[src/rtl/pal_convert.sv]
module pal_convert #(
  parameter int ADDR_W = 8
) (
  input  logic              clk,
  input  logic              rst_n,
  input  logic              start,
  input  logic [1:0]        depth,
  input  logic [1:0]        fmt,
  input  logic              gray,
  input  logic              in_valid,
  input  logic [24:0]       in_word,
  output logic              pal_we,
  output logic [ADDR_W-1:0] pal_addr,
  output logic [24:0]       pal_data,
  output logic              done,
  output logic              need_reload
);
  localparam logic [ADDR_W-1:0] LIM_2 = ADDR_W'(3);
  localparam logic [ADDR_W-1:0] LIM_4 = ADDR_W'(15);
  localparam logic [ADDR_W-1:0] LIM_8 = '1;

  logic              busy, last_q, have_fmt, gray_q;
  logic [1:0]        fmt_q, used_fmt;
  logic [ADDR_W-1:0] cnt, lim;
  logic [7:0]        r, g, b;
  logic              t;

  wire accept    = busy & in_valid;
  wire can_start = start & ~busy & ~last_q;

  always_comb begin
    unique case (fmt_q)
      2'd0: begin
        r = {in_word[15:11], 3'b0};
        g = {in_word[10:5], 2'b0};
        b = {in_word[4:0], 3'b0};
        t = 1'b0;
      end
      2'd1: begin
        r = {in_word[23:19], 3'b0};
        g = {in_word[15:10], 2'b0};
        b = {in_word[7:3], 3'b0};
        t = in_word[24];
      end
      2'd2: begin
        r = {in_word[23:18], 2'b0};
        g = {in_word[15:10], 2'b0};
        b = {in_word[7:2], 2'b0};
        t = in_word[24];
      end
      default: begin
        r = in_word[23:16];
        g = in_word[15:8];
        b = in_word[7:0];
        t = in_word[24];
      end
    endcase
    if (gray_q) begin
      r = in_word[7:0];
      g = in_word[7:0];
      b = in_word[7:0];
    end
  end

  always_ff @(posedge clk) begin
    if (!rst_n) begin
      busy     <= 1'b0;
      last_q   <= 1'b0;
      have_fmt <= 1'b0;
      gray_q   <= 1'b0;
      fmt_q    <= 2'd0;
      used_fmt <= 2'd0;
      cnt      <= '0;
      lim      <= '0;
      pal_we   <= 1'b0;
      pal_addr <= '0;
      pal_data <= '0;
      done     <= 1'b0;
    end else begin
      pal_we <= accept;
      done   <= last_q;
      last_q <= 1'b0;
      if (can_start) begin
        fmt_q  <= fmt;
        gray_q <= gray;
        cnt    <= '0;
        unique case (depth)
          2'd0: lim <= LIM_2;
          2'd1: lim <= LIM_4;
          default: lim <= LIM_8;
        endcase
        if (depth == 2'd3) last_q <= 1'b1;
        else               busy   <= 1'b1;
      end
      if (accept) begin
        pal_addr <= cnt;
        pal_data <= {t, r, g, b};
        cnt      <= cnt + 1'b1;
        if (cnt == lim) begin
          busy     <= 1'b0;
          last_q   <= 1'b1;
          used_fmt <= fmt_q;
          have_fmt <= 1'b1;
        end
      end
    end
  end

  assign need_reload = ~have_fmt | (fmt != used_fmt);

  p_we_follows_valid_r9: assert property (@(posedge clk) disable iff (!rst_n)
    pal_we |-> $past(in_valid));
  p_addr_step_r2: assert property (@(posedge clk) disable iff (!rst_n)
    (pal_we && $past(pal_we) && pal_addr != '0) |-> pal_addr == $past(pal_addr) + 1'b1);
  p_addr_limit_r2: assert property (@(posedge clk) disable iff (!rst_n)
    pal_we |-> pal_addr <= lim);
  p_done_apart_r10: assert property (@(posedge clk) disable iff (!rst_n)
    done |-> !pal_we);
  p_done_pulse_r10: assert property (@(posedge clk) disable iff (!rst_n)
    done |=> !done);
  p_gray_equal_r8: assert property (@(posedge clk) disable iff (!rst_n)
    (pal_we && gray_q) |-> (pal_data[23:16] == pal_data[15:8] && pal_data[15:8] == pal_data[7:0]));
endmodule

[config.mk]
export PLATFORM = sky130hd
export DESIGN_NAME = pal_convert
export DESIGN_NICKNAME = d
export VERILOG_FILES = /design/src/rtl/pal_convert.sv
export SDC_FILE = /design/constraint.sdc
export NUM_CORES = 1
export LEC_CHECK = 0
export ABC_CLOCK_PERIOD_IN_PS = 1700
export BUFFER_PORTS_ARGS = -buffer_cell sky130_fd_sc_hd__buf_2
export CAP_MARGIN = 20
export CORE_MARGIN = 8
export CORE_UTILIZATION = 47
export CTS_BUF_LIST = sky130_fd_sc_hd__clkbuf_4 sky130_fd_sc_hd__clkbuf_8 sky130_fd_sc_hd__clkbuf_16
export DETAILED_ROUTE_END_ITERATION = 7
export PLACE_DENSITY_LB_ADDON = 0.05
export REMOVE_ABC_BUFFERS = 1
export SETUP_SLACK_MARGIN = 0.2
export SLEW_MARGIN = 25
export SYNTH_ARGS = -nofsm -noshare
export SYNTH_HDL_FRONTEND = slang
export SYNTH_SLANG_ARGS = --single-unit
[constraint.sdc]
create_clock -name clk -period 1.7 [get_ports clk]
set_clock_uncertainty 0.05 [all_clocks]
set_input_delay 0.34 -clock clk [delete_from_list [all_inputs] [get_ports clk]]
set_output_delay 0.34 -clock clk [all_outputs]
set_load 0.03 [all_outputs]
==> results.sh <==
export IMPL_outcome="complete, but fails checks"
export IMPL_violations="setup timing"
export IMPL_synth_area_leaders="dfxtp_1, nand2_1, a21boi_0"
export IMPL_synth_most_common_cell="dfxtp_1"
export IMPL_end_kind="flip-flop"
export IMPL_crit_fanout=5
export IMPL_hold_viol_final=0
export IMPL_viasPerCell=5.33
export IMPL_synthMuxAreaShare_pct=1.21
export IMPL_final_max_slew_viol_count=0
export IMPL_finalSetupViolCount=5
export IMPL_cts_tree="yes"
export IMPL_remaining_drc_errors=0
export IMPL_synth_top_family_by_area="compound AO/OA/AOI/OAI gates"
export IMPL_nets=404
export IMPL_die_area_sq_um=7860
export IMPL_area_growth_pct=34.3
export IMPL_drt_pre_antenna_iters=4
export IMPL_report_power_total_uw=2800
export IMPL_diodes=0
export IMPL_drive_gt1_share_pct=38.3
export IMPL_seqCellArea_sq_um=1100
export IMPL_grt_usage_pct=16.5
export IMPL_clock_latency_ns=0.31
export IMPL_worst_setup_path_start_kind="flip-flop"
export IMPL_irDropWorstVdd_mv=0.533
export IMPL_initial_utilization_pct=48.6
export IMPL_numCtsBuffers=5
export IMPL_die_w_um=88.7
export IMPL_maxCapViolations=0
export IMPL_synth_cell_type_count=39
export IMPL_finalWirelength_um=6540
export IMPL_dominantRegCellSynth="dfxtp_1"
export IMPL_synthArstFlopShare_pct=0
export IMPL_setup_slack_ns=-0.0319
export IMPL_timing_rr_start="fmt_q[0]$_SDFFE_PN0P_"
export IMPL_clock_path_buffers=2
export IMPL_overflow=0
export IMPL_cts_reportedPaths_clkPinSlew_ns=0.10
export IMPL_dp_hpwl_um=4570
export IMPL_synth_top_cell_by_area="dfxtp_1"
export IMPL_wl_per_cell_um=15.0
export IMPL_synthCells=286
export IMPL_ctsHoldBuffers=0
export IMPL_cts_root_buf="clkbuf_8"
export IMPL_fin_crit_ns=1.73
export IMPL_dp_cells=427
export IMPL_synthAdderAreaFrac_pct=2.52
export IMPL_fin_cells=436
export IMPL_synth_xor_area_share_pct=0.706
export IMPL_crit_type="flip-flop to flip-flop"
export IMPL_routabilityCongestion=0.785
export IMPL_fmax_mhz=577
export IMPL_tightest_slew_ns=0.315
export IMPL_reg2reg_slack_ns=-0.03
export IMPL_cts_num_sinks=54
export IMPL_r2r_end="pal_data[23]$_SDFFE_PN0P_"
export IMPL_rows=26
export IMPL_ys_seq_area_share_pct=43.5
export IMPL_die_h_um=88.7
export IMPL_dr_total_vias=2326
export IMPL_syn_area_sq_um=2480
export IMPL_grt_pass1_vias=2300
export IMPL_synth_area_per_cell_sq_um=8.68
export IMPL_synth_seq_cells=54
export IMPL_ctsHtreeMaxLevel=2
export IMPL_min_to="pal_data[17]$_SDFFE_PN0P_"
export IMPL_grt_pass1_wl_um=10600
export IMPL_critPathArrivalTime_ns=1.89
export IMPL_synth_edf_count=0
export IMPL_synthTopCellsByCount="dfxtp_1, nand2_1, a21boi_0"
export IMPL_synth_compound_gate_area_share_pct=25.1
export IMPL_fin_area_sq_um=3330
export IMPL_leakage_uw=0.00140
export IMPL_ff2ff_path_depth=6
export IMPL_n_fill_cell=478
export IMPL_grt_max_degree=57
export IMPL_hold_path_class="input pin to flip-flop"
export IMPL_drt_iter0_drc=115
export IMPL_rsz0062_at_grt="yes"
export IMPL_worst_hold_path_num_cells=3
export IMPL_cts_setup_buffers=0
export IMPL_synth_top_cell_area_share_pct=43.5
export IMPL_synthSimpleGateAreaFrac_pct=22.4
export IMPL_min_from="in_word[17]"
export IMPL_ios=70
export IMPL_min_period_over_period_pct=102
export IMPL_placed_area_sq_um=3020
export IMPL_io_buffers=69
export IMPL_cp_required_ns=1.86
export IMPL_cellPowerDensity_nw_per_um2=841
export IMPL_multiInputGateArea_sq_um=1440
export IMPL_slew_headroom_pct=78.7
export IMPL_core_area_sq_um=5110
export IMPL_drtAntennaViolNets=0
export IMPL_yosys_warnings=0
export IMPL_antenna_found_initial=0
## report_power, final
| part | switching [uW] | internal [uW] |
|---|---|---|
| Clock | 441 | 439 |
| Combinational | 324 | 248 |
| Sequential | 36.9 | 1310 |
| Total | 802 | 2000 |
## metal layers
layer  vias to the layer above  track usage [%]  wire length (um)
li1                       1176                -                 -
met1                      1090             22.1              3130
met2                        52             26.5              3000
met3                         8             3.81               335
met4                         0             2.76                65
met5                         -                0                 0
## kinds of logic after synthesis
| family | after synthesis |
|---|---|
| AOI/OAI and AO/OA | 82 |
| xor gates and xnor gates | 2 |
| adders and majority gates | 5 |
| buffers and inverters | 30 |
| DFF | 54 |
| muxes | 3 |
| and+or+nand+nor | 110 |
## layout by cell type, fill, tap and decap left out, types with 3 or more instances in the layout
cell type  count
a22oi_1       11
a221oi_2       3
and2_1         4
nor3b_1        6
inv_1          6
nor2_1        13
buf_4         21
a221o_1       11
a21boi_1       3
mux2i_1        3
o21a_1         3
dfxtp_2        6
or4_1          3
nand3_1        7
buf_2         68
o21ai_0        8
dfxtp_1       46
ha_2           3
nor2b_1       13
a21oi_1       15
nand2_1       40
clkbuf_8       5
a21boi_0      16
## per-stage QoR
step / hold WS (ns) / TNS [ns] / worst slack (ns) / util, %
after floorplan: 0.390 / -1.51 / -0.207 / -
final: 0.214 / -0.111 / -0.0319 / 65.3
after global routing: 0.216 / -0.841 / -0.118 / 65.3
after detailed placement: 0.404 / -1.45 / -0.189 / 59.2
after global placement: 0.396 / -1.04 / -0.120 / 59.2
after CTS: 0.209 / -0.125 / -0.0322 / 62.9
## critical path: stages (launching register included)
cell	delay (ns)
dfxtp_2	0.35
buf_6	0.12
ha_4	0.15
or3_4	0.42
a221o_1	0.32
a22oi_1	0.16
nor2b_1	0.06
## worst max path at each step
stage | depth (start not counted) | from | slack, ns | to
final | 6 | fmt_q[0]$_SDFFE_PN0P_ | -0.03 | pal_data[23]$_SDFFE_PN0P_
after global routing | 5 | lim[6]$_SDFFE_PN0P_ | -0.12 | used_fmt[0]$_SDFFE_PN0P_
after CTS | 6 | fmt_q[0]$_SDFFE_PN0P_ | -0.03 | pal_data[19]$_SDFFE_PN0P_
after detailed placement | 6 | fmt_q[0]$_SDFFE_PN0P_ | -0.19 | pal_data[19]$_SDFFE_PN0P_
after global placement | 6 | fmt_q[0]$_SDFFE_PN0P_ | -0.12 | pal_data[23]$_SDFFE_PN0P_
after floorplan | 3 | busy$_SDFF_PN0_ | -0.21 | cnt[7]$_SDFFE_PN0P_
## registers in the layout, summed over array words and instances, names as in the netlist
signal	cells
pal_data	25
cnt	8
pal_addr	8
lim	3
fmt_q	2
used_fmt	2
busy	1
done	1
gray_q	1
have_fmt	1
last_q	1
pal_we	1
## final cells by class
class / count / area share, %
tap: 70 / 2.63
clock inverter: 3 / 1.35
sequential: 54 / 32.9
clock buffer: 5 / 2.06
timing repair buffer: 94 / 16.8
inverter: 8 / 0.976
multi-input combinational: 202 / 43.3
## what timing repair did
item,4_1_cts,5_1_grt
gates resized for setup,23,29
gates cloned,0,1
endpoints found under the setup margin,23,27
pin swaps,18,17
hold endpoints to repair,0,0
Power figures use the tool's default switching activity.
